===== src/rtl/sdr_mon_pkg.sv =====
package sdr_mon_pkg;

    typedef enum logic [2:0] {
        CMD_NOP   = 3'd0,
        CMD_ACT   = 3'd1,
        CMD_RD    = 3'd2,
        CMD_WR    = 3'd3,
        CMD_PRE   = 3'd4,
        CMD_MRS   = 3'd5,
        CMD_OTHER = 3'd6
    } cmd_e;

    typedef struct packed {
        logic mrs_busy;
        logic mrs_cke;
        logic act_nomode;
        logic trcd;
        logic col_closed;
    } err_t;

    // Pin triple order is {ras_n, cas_n, we_n}; chip select high masks all.
    function automatic cmd_e decode_cmd(input logic cs_n, input logic ras_n,
                                        input logic cas_n, input logic we_n);
        if (cs_n) return CMD_NOP;
        case ({ras_n, cas_n, we_n})
            3'b011:  return CMD_ACT;
            3'b101:  return CMD_RD;
            3'b100:  return CMD_WR;
            3'b010:  return CMD_PRE;
            3'b000:  return CMD_MRS;
            3'b111:  return CMD_NOP;
            default: return CMD_OTHER;
        endcase
    endfunction

endpackage


===== src/rtl/sdr_cmd_decode.sv =====
module sdr_cmd_decode
    import sdr_mon_pkg::*;
(
    input  logic cs_n,
    input  logic ras_n,
    input  logic cas_n,
    input  logic we_n,
    output cmd_e cmd
);

    always_comb begin
        cmd = decode_cmd(cs_n, ras_n, cas_n, we_n);
    end

endmodule


===== src/rtl/sdr_bank_track.sv =====
module sdr_bank_track
    import sdr_mon_pkg::*;
#(
    parameter int BA_W = 2,
    parameter int TRCD = 3
) (
    input  logic                  clk,
    input  logic                  rst,
    input  cmd_e                  cmd,
    input  logic [BA_W-1:0]       ba,
    input  logic                  a10,
    output logic [(1<<BA_W)-1:0]  bank_open,
    output logic [(1<<BA_W)-1:0]  trcd_met
);

    localparam int NUM_BANKS = 1 << BA_W;
    localparam int CNT_W     = (TRCD < 2) ? 1 : $clog2(TRCD + 1);
    localparam logic [CNT_W-1:0] CNT_SAT = CNT_W'(TRCD);

    for (genvar b = 0; b < NUM_BANKS; b++) begin : g_bank
        logic             hit;
        logic             open_q;
        logic [CNT_W-1:0] since_act;

        assign hit = (ba == BA_W'(b));

        always_ff @(posedge clk) begin
            if (rst) begin
                open_q    <= 1'b0;
                since_act <= CNT_SAT;
            end else if (cmd == CMD_ACT && hit) begin
                open_q    <= 1'b1;
                since_act <= CNT_W'(1);
            end else begin
                if (cmd == CMD_PRE && (a10 || hit)) open_q <= 1'b0;
                if (since_act < CNT_SAT) since_act <= since_act + 1'b1;
            end
        end

        assign bank_open[b] = open_q;
        assign trcd_met[b]  = (since_act >= CNT_SAT);
    end

endmodule


===== src/rtl/sdr_rule_check.sv =====
module sdr_rule_check
    import sdr_mon_pkg::*;
#(
    parameter int BA_W = 2
) (
    input  logic                  clk,
    input  logic                  rst,
    input  cmd_e                  cmd,
    input  logic                  cke,
    input  logic [BA_W-1:0]       ba,
    input  logic [(1<<BA_W)-1:0]  bank_open,
    input  logic [(1<<BA_W)-1:0]  trcd_met,
    output cmd_e                  cmd_q,
    output err_t                  err_q
);

    logic mode_done;
    logic cke_prev;
    logic is_col;
    logic sel_open;
    err_t err_d;

    always_comb begin
        is_col            = (cmd == CMD_RD) || (cmd == CMD_WR);
        sel_open          = bank_open[ba];
        err_d             = '0;
        err_d.mrs_busy    = (cmd == CMD_MRS) && (|bank_open);
        err_d.mrs_cke     = (cmd == CMD_MRS) && !cke_prev;
        err_d.act_nomode  = (cmd == CMD_ACT) && !mode_done;
        err_d.col_closed  = is_col && !sel_open;
        err_d.trcd        = is_col && sel_open && !trcd_met[ba];
    end

    always_ff @(posedge clk) begin
        if (rst) begin
            cmd_q     <= CMD_NOP;
            err_q     <= '0;
            mode_done <= 1'b0;
            cke_prev  <= 1'b0;
        end else begin
            cmd_q    <= cmd;
            err_q    <= err_d;
            cke_prev <= cke;
            if (cmd == CMD_MRS) mode_done <= 1'b1;
        end
    end

endmodule


===== src/rtl/sdr_cmd_monitor.sv =====
module sdr_cmd_monitor
    import sdr_mon_pkg::*;
#(
    parameter int BA_W = 2,
    parameter int TRCD = 3
) (
    input  logic                  clk,
    input  logic                  rst,
    input  logic                  cs_n,
    input  logic                  ras_n,
    input  logic                  cas_n,
    input  logic                  we_n,
    input  logic                  cke,
    input  logic [BA_W-1:0]       ba,
    input  logic                  a10,
    output logic [2:0]            cmd_code,
    output logic [(1<<BA_W)-1:0]  bank_open,
    output logic                  err_mrs_busy,
    output logic                  err_mrs_cke,
    output logic                  err_act_nomode,
    output logic                  err_trcd,
    output logic                  err_col_closed
);

    localparam int NUM_BANKS = 1 << BA_W;

    cmd_e                 cur_cmd;
    cmd_e                 cmd_q;
    err_t                 err_q;
    logic [NUM_BANKS-1:0] open_vec;
    logic [NUM_BANKS-1:0] trcd_met;

    sdr_cmd_decode u_decode (
        .cs_n  (cs_n),
        .ras_n (ras_n),
        .cas_n (cas_n),
        .we_n  (we_n),
        .cmd   (cur_cmd)
    );

    sdr_bank_track #(.BA_W(BA_W), .TRCD(TRCD)) u_banks (
        .clk       (clk),
        .rst       (rst),
        .cmd       (cur_cmd),
        .ba        (ba),
        .a10       (a10),
        .bank_open (open_vec),
        .trcd_met  (trcd_met)
    );

    sdr_rule_check #(.BA_W(BA_W)) u_rules (
        .clk       (clk),
        .rst       (rst),
        .cmd       (cur_cmd),
        .cke       (cke),
        .ba        (ba),
        .bank_open (open_vec),
        .trcd_met  (trcd_met),
        .cmd_q     (cmd_q),
        .err_q     (err_q)
    );

    assign cmd_code       = cmd_q;
    assign bank_open      = open_vec;
    assign err_mrs_busy   = err_q.mrs_busy;
    assign err_mrs_cke    = err_q.mrs_cke;
    assign err_act_nomode = err_q.act_nomode;
    assign err_trcd       = err_q.trcd;
    assign err_col_closed = err_q.col_closed;

endmodule


===== config.mk =====
export PLATFORM = sky130hd
export DESIGN_NAME = sdr_cmd_monitor
export DESIGN_NICKNAME = d
export VERILOG_FILES = /design/src/rtl/sdr_mon_pkg.sv /design/src/rtl/sdr_cmd_decode.sv /design/src/rtl/sdr_bank_track.sv /design/src/rtl/sdr_rule_check.sv /design/src/rtl/sdr_cmd_monitor.sv
export SDC_FILE = /design/constraint.sdc
export NUM_CORES = 1
export LEC_CHECK = 0
export BUFFER_PORTS_ARGS = -buffer_cell sky130_fd_sc_hd__buf_4
export CAP_MARGIN = 5
export CORE_MARGIN = 3
export CORE_UTILIZATION = 45
export CTS_BUF_LIST = sky130_fd_sc_hd__clkbuf_4
export DETAILED_ROUTE_END_ITERATION = 12
export GPL_TIMING_DRIVEN = 0
export PLACE_DENSITY = 0.69
export RECOVER_POWER = 50
export SETUP_SLACK_MARGIN = 0.3
export SLEW_MARGIN = 30
export SYNTH_ARGS = -nofsm -noshare
export SYNTH_HDL_FRONTEND = slang
export SYNTH_SLANG_ARGS = --single-unit

===== constraint.sdc =====
create_clock -name clk -period 1.27 [get_ports clk]
set_input_delay 0.0635 -clock clk [delete_from_list [all_inputs] [get_ports clk]]
set_output_delay 0.0635 -clock clk [all_outputs]
set_load 0.1 [all_outputs]

Word-level counts from Yosys, hierarchy flattened
Cells that the tools add are included.

Bits in registers: 22. Bits of input ports: 10. Output and inout bits: 12.

Order comparisons: 9. Reduce and logical (&&, ||, !) cells: 38. Add/subtract/negate cells: 4. Equality and inequality tests: 13. Multiplexer cells: 24.

Operator list (count): 3-bit case mux with 6 select lines (1); 2-bit 2-to-1 mux (8); 2-bit nonzero test (8); 3-bit == test, second input constant (5); 1-bit logical AND (14); 3-bit by 2-bit == test with 1-bit output, second input constant (4); 1-bit 2-to-1 mux (11); 2-bit by 1-bit adder with 2-bit output, second input constant (4); 2-bit >= comparator, second input constant (4); 2-bit less-than comparator, second input constant (4); 2-bit OR reduction (4); 3-bit 2-to-1 mux (2); 1-bit logical OR (5); 1-bit binary-select mux with 2-bit select (2); 2-bit == test, second input constant (2); 1-bit zero test (4); 4-bit OR reduction (1); 3-bit by 1-bit == test with 1-bit output, second input constant (1); 3-bit zero test (1); 2-bit by 3-bit less-than comparator with 1-bit output, second input constant (1); 2-bit by 1-bit == test with 1-bit output, second input constant (1); 2-bit zero test (1).

Logic depth before layout (Yosys ltp)
Gate-level depths: netlist of the first run.

Depth in word-level cells: 7. Depth in mapped cells: 5.

Hierarchy
From an unflattened synthesis of the first run, not the netlist that was laid out.

Cells, all modules: 97. Area, all modules: 1013.5 µm².

By module, submodules not included: sdr_bank_track (cells each 62, area each 611.8 µm², times used 1, sequential area each 240.2 µm²); sdr_rule_check (cells each 27, area each 347.8 µm², times used 1, sequential area each 200.2 µm²); sdr_cmd_decode (cells each 8, area each 53.8 µm², times used 1, sequential area each 0.0 µm²).

Least setup slack after synthesis of the first run
OpenSTA, ideal clock, no wires.

Path type: reg2reg. Start: register u_banks.g_bank[2].since_act[0]. End: register, netlist name u_rules.err_q[1]. Stages on the path, launching flop included: 6. Period minus slack after synthesis: 1231 ps. Path slack: 39 ps. Arrival: 1165 ps. Path through: dfxtp_1 -> ha_1 -> mux2_2 -> a221oi_2 -> nand2_1 -> a21oi_2.

Cells in the longest elaborated chain, start to end: 5.

Ends and longest elaborated chain: start, declared (RTL line sdr_bank_track.sv:23) `logic [CNT_W-1:0] since_act;`; start signal, assigned (RTL line sdr_bank_track.sv:36) `if (since_act < CNT_SAT) since_act <= since_act + 1'b1;`; 2-bit >= comparator (RTL line sdr_bank_track.sv:41) `assign trcd_met[b] = (since_act >= CNT_SAT);`; 1-bit binary-select mux with 2-bit select (RTL line sdr_rule_check.sv:31) `err_d.trcd = is_col && sel_open && !trcd_met[ba];`; 1-bit 2-to-1 mux (not written as such) (RTL line sdr_rule_check.sv:31); 1-bit zero test (RTL line sdr_rule_check.sv:31); 1-bit logical AND (RTL line sdr_rule_check.sv:31).

Every way passes these cells. The select of a mux whose other input is x is not followed. A chain may end at the register's enable or synchronous reset.

Worst setup path in the final report of the first run
Start: register u_banks.g_bank[2].since_act[0]. End: register, netlist name u_rules.err_q[1].

Cells in the longest elaborated chain, start to end: 5.

Ends and longest elaborated chain (RTL line): 2-bit >= comparator (sdr_bank_track.sv:41); 1-bit binary-select mux with 2-bit select (sdr_rule_check.sv:31); 1-bit 2-to-1 mux (not written as such) (sdr_rule_check.sv:31); 1-bit zero test (sdr_rule_check.sv:31); 1-bit logical AND (sdr_rule_check.sv:31).

Every way passes these cells. The select of a mux whose other input is x is not followed.

==> impl_results.html, run 1 <==
<table>
<tr><th>Metric</th><th>Value</th></tr>
<tr><th colspan="2">Job</th></tr>
<tr><td>Number of maximum-capacitance constraint violations</td><td>0</td></tr>
<tr><th colspan="2">Synth</th></tr>
<tr><td>Yosys cell types</td><td>33</td></tr>
<tr><td>Cells after synthesis</td><td>99</td></tr>
<tr><td>Net Count, Synth</td><td>113</td></tr>
<tr><td>Post-synthesis area per instance</td><td>9.91 um2</td></tr>
<tr><td>Sequential-to-total area share from yosys stat</td><td>44.9%</td></tr>
<tr><td>Post-synthesis sequential element count</td><td>22</td></tr>
<tr><td>Fraction of registers with async set or reset after synthesis</td><td>0%</td></tr>
<tr><td>Number of warnings issued by yosys</td><td>0</td></tr>
<tr><td>EDFF count, synth</td><td>0</td></tr>
<tr><td>Dominant register cell in the synthesized netlist</td><td>sky130_fd_sc_hd__dfxtp_1</td></tr>
<tr><td>Synthesized area</td><td>981 um2</td></tr>
<tr><th colspan="2">Global routing</th></tr>
<tr><td>Number of antenna violations at the first check in global routing</td><td>0</td></tr>
<tr><td>Overall Global Routing Usage</td><td>17.6%</td></tr>
<tr><td>First-pass GRT wire length</td><td>3490 um</td></tr>
<tr><td>Pin count of the biggest net entering global routing</td><td>14</td></tr>
<tr><td>Sum of overflow across all layers after global routing</td><td>0</td></tr>
<tr><td>Number of global-route vias before repair</td><td>807</td></tr>
<tr><th colspan="2">Worst setup path</th></tr>
<tr><td>Category of the worst setup path launch point</td><td>flop</td></tr>
<tr><td>Buf+Inv Stages, Crit Path</td><td>0</td></tr>
<tr><td>Peak fanout along the critical path</td><td>2</td></tr>
<tr><td>Critical path endpoint category</td><td>flop</td></tr>
<tr><td>Required time reported for the critical path endpoint</td><td>1.53 ns</td></tr>
<tr><td>Category of the most critical setup path</td><td>reg2reg</td></tr>
<tr><td>Category of cells accounting for the largest share of critical-path delay</td><td>flip-flops</td></tr>
<tr><td>Ordered list of cells on the worst path</td><td>ha_4 &gt; mux2_4 &gt; a221oi_2 &gt; nand2_1 &gt; a21oi_2</td></tr>
<tr><td>Delay of the slowest cell on the worst path</td><td>0.36 ns</td></tr>
<tr><td>Slowest cell on the critical path</td><td>sky130_fd_sc_hd__dfxtp_2</td></tr>
<tr><td>Arrival @ worst endpoint</td><td>1.51 ns</td></tr>
<tr><th colspan="2">Power and ir drop</th></tr>
<tr><td>Leakage power summed over all cells</td><td>0.000646 uW</td></tr>
<tr><td>Total power after layout</td><td>2690 uW</td></tr>
<tr><td>Max rail drop VDD</td><td>1450 uV</td></tr>
<tr><td>Ratio of total power to cell area</td><td>1730 nW/um2</td></tr>
<tr><th colspan="2">Floorplan</th></tr>
<tr><td>Core box area</td><td>2020 um2</td></tr>
<tr><td>Initial standard-cell utilization of the core</td><td>48.5%</td></tr>
<tr><td>Standard-cell rows</td><td>16</td></tr>
<tr><td>Vertical die dimension</td><td>52.7 um</td></tr>
<tr><td>Total I/O pin count</td><td>22</td></tr>
<tr><td>Die Area</td><td>2780 um2</td></tr>
<tr><td>Die width</td><td>52.7 um</td></tr>
<tr><th colspan="2">Drt</th></tr>
<tr><td>Iteration count of the initial detailed-routing pass</td><td>4</td></tr>
<tr><td>Remaining design rule violation count</td><td>0</td></tr>
<tr><td>Antenna viol nets, final</td><td>0</td></tr>
<tr><td>Routed length per instance</td><td>14.7 um</td></tr>
<tr><td>Via-per-instance ratio</td><td>5.13</td></tr>
<tr><td>Total length of routed wires</td><td>2420 um</td></tr>
<tr><td>Routed via count</td><td>842</td></tr>
<tr><td>Drt initial violations</td><td>11</td></tr>
<tr><th colspan="2">Final layout</th></tr>
<tr><td>Final instance count without filler cells</td><td>164</td></tr>
<tr><td>Footprint of the flip-flops and latches</td><td>464 um2</td></tr>
<tr><td>Commonest cells after routing, fill and taps aside</td><td>19 x sky130_fd_sc_hd__dfxtp_2, 14 x sky130_fd_sc_hd__buf_4, 11 x sky130_fd_sc_hd__nor2_1</td></tr>
<tr><td>Fill count</td><td>127</td></tr>
<tr><td>Antenna diode count</td><td>0</td></tr>
<tr><td>Multi-input combinational cell area</td><td>559 um2</td></tr>
<tr><td>Post-synthesis to final-layout area growth</td><td>58.5%</td></tr>
<tr><td>Post-route standard cell area excluding fillers</td><td>1560 um2</td></tr>
<tr><td>Most frequent standard cell in the layout excluding fill and tap cells</td><td>sky130_fd_sc_hd__dfxtp_2</td></tr>
<tr><td>Share of layout cells above drive strength 1</td><td>50.4%</td></tr>
<tr><td>Post-layout nets</td><td>152</td></tr>
<tr><th colspan="2">Placed design</th></tr>
<tr><td>Buffers on Ports</td><td>18</td></tr>
<tr><td>Worst slack after detailed placement</td><td>-0.0540 ns</td></tr>
<tr><td>Area post-placement</td><td>1210 um2</td></tr>
<tr><td>Routability congestion estimate from global placement</td><td>0.728</td></tr>
<tr><td>Number of cells after detailed placement</td><td>144</td></tr>
<tr><td>HPWL after detailed placement</td><td>1360 um</td></tr>
<tr><th colspan="2">Clock tree</th></tr>
<tr><td>CTS clock-pin slew for the worst setup and hold paths</td><td>0.13 ns</td></tr>
<tr><td>Number of buffers created by CTS</td><td>3</td></tr>
<tr><td>H-tree Lvls</td><td>1</td></tr>
<tr><td>Insertion delay of the later-clocked pin in the worst-skew pair</td><td>0.31 ns</td></tr>
<tr><td>Master cell of the clock root buffer</td><td>sky130_fd_sc_hd__clkbuf_4</td></tr>
<tr><td>Sink count of the clock tree</td><td>22</td></tr>
<tr><td>Max Root-Sink Buffers</td><td>2</td></tr>
<tr><td>CTS tree</td><td>yes</td></tr>
<tr><th colspan="2">Timing</th></tr>
<tr><td>Setup repair after global routing missed its margin</td><td>yes</td></tr>
<tr><td>Minimum period implied by the final worst setup slack</td><td>1.24 ns</td></tr>
<tr><td>Pins Over Slew Limit</td><td>0</td></tr>
<tr><td>Total negative setup slack</td><td>0 ns</td></tr>
<tr><td>Slew at the pin closest to its max-slew limit</td><td>0.599 ns</td></tr>
<tr><td>Finish-stage setup viols</td><td>0</td></tr>
<tr><td>Final worst-path cycle share</td><td>98.0%</td></tr>
<tr><td>Highest achievable clock rate</td><td>804 MHz</td></tr>
<tr><td>Tightest slew margin relative to the limit</td><td>59.5%</td></tr>
<tr><td>Least setup slack across all paths after layout</td><td>0.0258 ns</td></tr>
<tr><td>Clock Skew</td><td>0.00210 ns</td></tr>
<tr><td>Final count of hold timing violations</td><td>0</td></tr>
<tr><th colspan="2">Worst hold path</th></tr>
<tr><td>Hold Crit Class</td><td>in2reg</td></tr>
<tr><th colspan="2">Status</th></tr>
<tr><td>Outcome</td><td>completed</td></tr>
</table>
## routing by layer
metal | GRT usage [%] | wire length (um) | up-vias | share of wire [%]
met1 | 19.9 | 962 | 398 | 40
met4 | 8.94 | 38 | 0 | 1.6
li1 | - | - | 414 | -
met2 | 30.8 | 1310 | 24 | 54
met3 | 3.70 | 107 | 6 | 4.4
met5 | 0 | 0 | - | 0
## registers in the layout, indices dropped and copies added (netlist names)
signal and count:
u_rules.cke_prev 1, u_rules.err_q 5, u_rules.cmd_q 3, u_banks.g_bank.open_q 4, u_banks.g_bank.since_act 8, u_rules.mode_done 1
## timing repair
| action | CTS | global route |
|---|---|---|
| setup endpoints to repair | 22 | 19 |
| hold endpoints to repair | 6 | 0 |
| pin swaps | 7 | 7 |
| gates cloned | 0 | 0 |
| buffers inserted | 9 | 3 |
| hold buffers | 4 | 0 |
| gates resized for setup | 34 | 12 |
## cells by family after synthesis
group / count (synthesis) / share of synthesized area (%)
adder cells (fa/ha/maj): 4 / 5.10
flip-flops: 22 / 44.9
AND/OR/NAND/NOR: 33 / 19.3
multiplexers: 7 / 8.67
AO/OA/AOI/OAI: 18 / 11.9
XOR/XNOR: 4 / 3.57
buffers and inverters: 11 / 6.63
## path summary, 6_finish.rpt
check	startpoint	slack, ns	depth (start not counted)	end
worst max-delay path	u_banks.g_bank[2].since_act[0]	0.03	5	u_rules.err_q[1]
worst min-delay path	cas_n	0.04	3	u_rules.cmd_q[2]
worst max register to register	u_banks.g_bank[2].since_act[0]	0.03	5	u_rules.err_q[1]
worst min register to register	u_rules.cke_prev	0.40	1	u_rules.err_q[3]
## final cells by class
type	count	share of cell area, %
Clock buffer	3	1.45
Inverter	3	0.724
Clock inverter	1	1.93
Buffer	8	3.94
Tap cell	27	2.17
Multi-Input combinational cell	66	36.0
Timing Repair Buffer	34	24.0
Sequential cell	22	29.8
## cells in the mapped netlist, types with 2 or more instances
cell	count	area share, %
sky130_fd_sc_hd__o21ai_0	5	2.6
sky130_fd_sc_hd__nor2_1	11	4.2
sky130_fd_sc_hd__or3_1	3	1.9
sky130_fd_sc_hd__xnor2_1	4	3.6
sky130_fd_sc_hd__clkbuf_1	2	0.77
sky130_fd_sc_hd__buf_4	4	3.1
sky130_fd_sc_hd__nand2_1	4	1.5
sky130_fd_sc_hd__dfxtp_1	22	45
sky130_fd_sc_hd__o21bai_1	3	2.3
sky130_fd_sc_hd__a21oi_1	6	3.1
sky130_fd_sc_hd__mux2_2	2	2.3
sky130_fd_sc_hd__nor3_1	2	1.0
sky130_fd_sc_hd__ha_1	4	5.1
sky130_fd_sc_hd__mux2i_1	4	4.1
sky130_fd_sc_hd__nor2b_1	3	1.9
sky130_fd_sc_hd__inv_1	3	1.1
## tightest hold or removal path: cells and delay by family
kind / cells / cell delay, ns
AOI/OAI and AO/OA: 1 / 0.07
buffers and inverters: 2 / 0.20
## metrics by stage
stage | utilization [%] | hold slack, ns
2_1_floorplan | - | 0.133
3_3_place_gp | 59.8 | 0.274
3_5_place_dp | 59.8 | 0.278
4_1_cts | 74.0 | 0.0153
5_1_grt | 76.9 | 0.0393
6_report | 76.9 | 0.0384
## power breakdown
| group | switching [uW] | internal [uW] | total (uW) |
|---|---|---|---|
| Clock | 227 | 319 | 546 |
| Combinational | 443 | 743 | 1190 |
| Sequential | 115 | 841 | 956 |
Power figures use the tool's default switching activity.
==> run 2, diff against run 1 <==
--- a/config.mk
+++ b/config.mk
@@ -8,11 +8,11 @@
 export BUFFER_PORTS_ARGS = -buffer_cell sky130_fd_sc_hd__buf_4
 export CAP_MARGIN = 5
 export CORE_MARGIN = 3
-export CORE_UTILIZATION = 45
-export CTS_BUF_LIST = sky130_fd_sc_hd__clkbuf_4
+export CORE_UTILIZATION = 49
+export CTS_BUF_LIST = sky130_fd_sc_hd__clkbuf_4 sky130_fd_sc_hd__clkbuf_8
 export DETAILED_ROUTE_END_ITERATION = 12
 export GPL_TIMING_DRIVEN = 0
-export PLACE_DENSITY = 0.69
+export PLACE_DENSITY = 0.74
 export RECOVER_POWER = 50
 export SETUP_SLACK_MARGIN = 0.3
 export SLEW_MARGIN = 30
==> run 2 against run 1 <==
  * Via count is 0.95% higher
  * Design area decreased by 4.6%
  * Sequential cell count unchanged
  * Count of clock-buffer cells in the layout up 1
  * Critical endpoint unchanged
  * Final cell count decreased by 1.8%
==> impl_results.html, run 2 (synthesized netlist as in run 1, its figures left out) <==
<table>
<tr><th>Metric</th><th>Value</th></tr>
<tr><th colspan="2">Floorplan</th></tr>
<tr><td>Die Area</td><td>2570 um2 (was 2780 um2)</td></tr>
<tr><td>Total I/O pin count</td><td>22 (unchanged)</td></tr>
<tr><td>Standard-cell rows</td><td>15 (was 16)</td></tr>
<tr><td>Initial standard-cell utilization of the core</td><td>54.4% (was 48.5%)</td></tr>
<tr><td>Vertical die dimension</td><td>50.7 um (was 52.7 um)</td></tr>
<tr><td>Core box area</td><td>1800 um2 (was 2020 um2)</td></tr>
<tr><td>Die width</td><td>50.7 um (was 52.7 um)</td></tr>
<tr><th colspan="2">Global routing</th></tr>
<tr><td>Sum of overflow across all layers after global routing</td><td>0 (unchanged)</td></tr>
<tr><td>Overall Global Routing Usage</td><td>18.6% (was 17.6%)</td></tr>
<tr><td>Number of antenna violations at the first check in global routing</td><td>0 (unchanged)</td></tr>
<tr><td>First-pass GRT wire length</td><td>3630 um (was 3490 um)</td></tr>
<tr><td>Number of global-route vias before repair</td><td>825 (was 807)</td></tr>
<tr><td>Pin count of the biggest net entering global routing</td><td>13 (was 14)</td></tr>
<tr><th colspan="2">Drt</th></tr>
<tr><td>Routed via count</td><td>850 (was 842)</td></tr>
<tr><td>Iteration count of the initial detailed-routing pass</td><td>4 (unchanged)</td></tr>
<tr><td>Routed length per instance</td><td>14.2 um (was 14.7 um)</td></tr>
<tr><td>Total length of routed wires</td><td>2280 um (was 2420 um)</td></tr>
<tr><td>Antenna viol nets, final</td><td>0 (unchanged)</td></tr>
<tr><td>Remaining design rule violation count</td><td>0 (unchanged)</td></tr>
<tr><td>Drt initial violations</td><td>8 (was 11)</td></tr>
<tr><td>Via-per-instance ratio</td><td>5.28 (was 5.13)</td></tr>
<tr><th colspan="2">Final layout</th></tr>
<tr><td>Post-layout nets</td><td>151 (was 152)</td></tr>
<tr><td>Largest register FFs</td><td>8 (unchanged)</td></tr>
<tr><td>Antenna diode count</td><td>0 (unchanged)</td></tr>
<tr><td>Fill count</td><td>115 (was 127)</td></tr>
<tr><td>Registers with the most flip-flops</td><td>u_banks.g_bank.since_act x8, u_rules.err_q x5, u_banks.g_bank.open_q x4 (unchanged)</td></tr>
<tr><td>Register name with the most flops</td><td>u_banks.g_bank.since_act (unchanged)</td></tr>
<tr><td>Most frequent standard cell in the layout excluding fill and tap cells</td><td>sky130_fd_sc_hd__dfxtp_2 (unchanged)</td></tr>
<tr><td>Commonest cells after routing, fill and taps aside</td><td>15 x sky130_fd_sc_hd__dfxtp_2, 14 x sky130_fd_sc_hd__buf_4, 11 x sky130_fd_sc_hd__nor2_1 (was 19 x sky130_fd_sc_hd__dfxtp_2, 14 x sky130_fd_sc_hd__buf_4, 11 x sky130_fd_sc_hd__nor2_1)</td></tr>
<tr><td>Post-synthesis to final-layout area growth</td><td>51.3% (was 58.5%)</td></tr>
<tr><td>Share of layout cells above drive strength 1</td><td>48.5% (was 50.4%)</td></tr>
<tr><td>Final instance count without filler cells</td><td>161 (was 164)</td></tr>
<tr><th colspan="2">Worst setup path</th></tr>
<tr><td>Ordered list of cells on the worst path</td><td>ha_4 &gt; mux2_2 &gt; a221oi_2 &gt; nand2_1 &gt; a21oi_2 (was ha_4 &gt; mux2_4 &gt; a221oi_2 &gt; nand2_1 &gt; a21oi_2)</td></tr>
<tr><td>Slowest cell on the critical path</td><td>sky130_fd_sc_hd__dfxtp_2 (unchanged)</td></tr>
<tr><td>Category of the most critical setup path</td><td>reg2reg (unchanged)</td></tr>
<tr><td>Peak fanout along the critical path</td><td>2 (unchanged)</td></tr>
<tr><td>Category of the worst setup path launch point</td><td>flop (unchanged)</td></tr>
<tr><td>Category of cells accounting for the largest share of critical-path delay</td><td>flip-flops (unchanged)</td></tr>
<tr><td>Required time reported for the critical path endpoint</td><td>1.52 ns (was 1.53 ns)</td></tr>
<tr><td>Register-to-register path setup slack</td><td>0.04 ns (was 0.03 ns)</td></tr>
<tr><td>Buf+Inv Stages, Crit Path</td><td>0 (unchanged)</td></tr>
<tr><td>Critical path endpoint category</td><td>flop (unchanged)</td></tr>
<tr><td>Delay of the slowest cell on the worst path</td><td>0.36 ns (about the same)</td></tr>
<tr><td>Arrival @ worst endpoint</td><td>1.48 ns (was 1.51 ns)</td></tr>
<tr><th colspan="2">Timing</th></tr>
<tr><td>Finish-stage setup viols</td><td>0 (unchanged)</td></tr>
<tr><td>Minimum period implied by the final worst setup slack</td><td>1.23 ns (was 1.24 ns)</td></tr>
<tr><td>Final worst-path cycle share</td><td>96.8% (was 98.0%)</td></tr>
<tr><td>Clock Skew</td><td>0.00559 ns (was 0.00210 ns)</td></tr>
<tr><td>Pins Over Slew Limit</td><td>0 (unchanged)</td></tr>
<tr><td>Highest achievable clock rate</td><td>813 MHz (was 804 MHz)</td></tr>
<tr><td>Least setup slack across all paths after layout</td><td>0.0406 ns (was 0.0258 ns)</td></tr>
<tr><td>Slew at the pin closest to its max-slew limit</td><td>0.489 ns (was 0.599 ns)</td></tr>
<tr><td>Final hold slack</td><td>0.0687 ns (was 0.0384 ns)</td></tr>
<tr><td>Setup repair after global routing missed its margin</td><td>yes (unchanged)</td></tr>
<tr><td>Tightest slew margin relative to the limit</td><td>67.6% (was 59.5%)</td></tr>
<tr><td>Final count of hold timing violations</td><td>0 (unchanged)</td></tr>
<tr><th colspan="2">Placed design</th></tr>
<tr><td>Worst slack after detailed placement</td><td>-0.120 ns (was -0.0540 ns)</td></tr>
<tr><td>Number of cells after detailed placement</td><td>142 (was 144)</td></tr>
<tr><td>HPWL after detailed placement</td><td>1340 um (was 1360 um)</td></tr>
<tr><td>Buffers on Ports</td><td>18 (unchanged)</td></tr>
<tr><td>Routability congestion estimate from global placement</td><td>0.805 (was 0.728)</td></tr>
<tr><th colspan="2">Clock tree</th></tr>
<tr><td>Insertion delay of the later-clocked pin in the worst-skew pair</td><td>0.30 ns (was 0.31 ns)</td></tr>
<tr><td>H-tree Lvls</td><td>1 (unchanged)</td></tr>
<tr><td>CTS tree</td><td>yes (unchanged)</td></tr>
<tr><td>Sink count of the clock tree</td><td>22 (unchanged)</td></tr>
<tr><td>Max Root-Sink Buffers</td><td>2 (unchanged)</td></tr>
<tr><td>Number of buffers created by CTS</td><td>3 (unchanged)</td></tr>
<tr><td>CTS clock-pin slew for the worst setup and hold paths</td><td>0.12 ns (was 0.13 ns)</td></tr>
<tr><td>Master cell of the clock root buffer</td><td>sky130_fd_sc_hd__clkbuf_4 (unchanged)</td></tr>
<tr><th colspan="2">Power and ir drop</th></tr>
<tr><td>Ratio of total power to cell area</td><td>1650 nW/um2 (was 1730 nW/um2)</td></tr>
<tr><td>Max rail drop VDD</td><td>1400 uV (was 1450 uV)</td></tr>
<tr><td>Leakage power summed over all cells</td><td>0.000616 uW (was 0.000646 uW)</td></tr>
<tr><td>Total power after layout</td><td>2450 uW (was 2690 uW)</td></tr>
<tr><th colspan="2">Status</th></tr>
<tr><td>Outcome</td><td>completed (unchanged)</td></tr>
<tr><th colspan="2">Job</th></tr>
<tr><td>Number of maximum-capacitance constraint violations</td><td>0 (unchanged)</td></tr>
<tr><th colspan="2">Worst hold path</th></tr>
<tr><td>Hold Crit Class</td><td>in2reg (unchanged)</td></tr>
</table>
==> run 2: changes by cell type in the layout (fill, tap and decap cells not counted), sizes merged <==
cell and delta:
clkbuf +3, buf -4, dlygate4sd3 +1, bufinv -1
==> run 2: what timing repair did <==
item | CTS | global route
setup endpoints to repair | 22 | 17
pin swaps | 6 | 3
resized for setup | 34 | 9
hold buffers | 5 | 0
buffers inserted | 8 | 2
cloned | 0 | 0
hold endpoints to repair | 5 | 0
==> run 2: worst reg2reg max path, stage by stage, from the launching register on <==
cell and delay (ns):
sky130_fd_sc_hd__dfxtp_2 0.36, sky130_fd_sc_hd__ha_4 0.16, sky130_fd_sc_hd__mux2_2 0.27, sky130_fd_sc_hd__a221oi_2 0.21, sky130_fd_sc_hd__nand2_1 0.09, sky130_fd_sc_hd__a21oi_2 0.09
==> run 2: final timing paths <==
kind | start | cells after the start | end
setup reg to reg | u_banks.g_bank[2].since_act[1] | 5 | u_rules.err_q[1]
hold reg to reg | u_rules.cke_prev | 1 | u_rules.err_q[3]
hold / removal | cs_n | 3 | u_rules.cmd_q[0]
setup / recovery | u_banks.g_bank[2].since_act[1] | 5 | u_rules.err_q[1]
==> run 2: area by class of cell <==
type	instances	area, um2	share of cell area, %
Buffer	8	61.3	4.13
Clock buffer	4	36.3	2.45
Inverter	3	11.3	0.759
Multi-Input combinational cell	66	558	37.6
Sequential cell	22	470	31.7
Tap cell	25	31.3	2.11
Timing Repair Buffer	33	315	21.2
==> run 2: power breakdown <==
group	internal, uW	switching (uW)	total (uW)
combinational	673	440	1110
clock	175	209	384
sequential	837	114	950
total	1680	763	2450
==> run 2: stage by stage <==
step | instance area, um2 | util, % | TNS (ns)
after detailed placement | 1210 | 67.0 | -0.333
final | 1480 | 82.4 | 0
after global placement | 1210 | 67.0 | -0.151
after CTS | 1480 | 82.3 | 0
after global routing | 1480 | 82.4 | 0
after floorplan | 1040 | - | 0
==> run 2: routing by layer <==
metal  vias up  routed length, um  GRT usage (%)
li1        423                  -              -
met1       410               1060           22.7
met2        15               1130           32.2
met3         2                 77           4.45
met4         0                 13           5.38
met5         -                  0              0
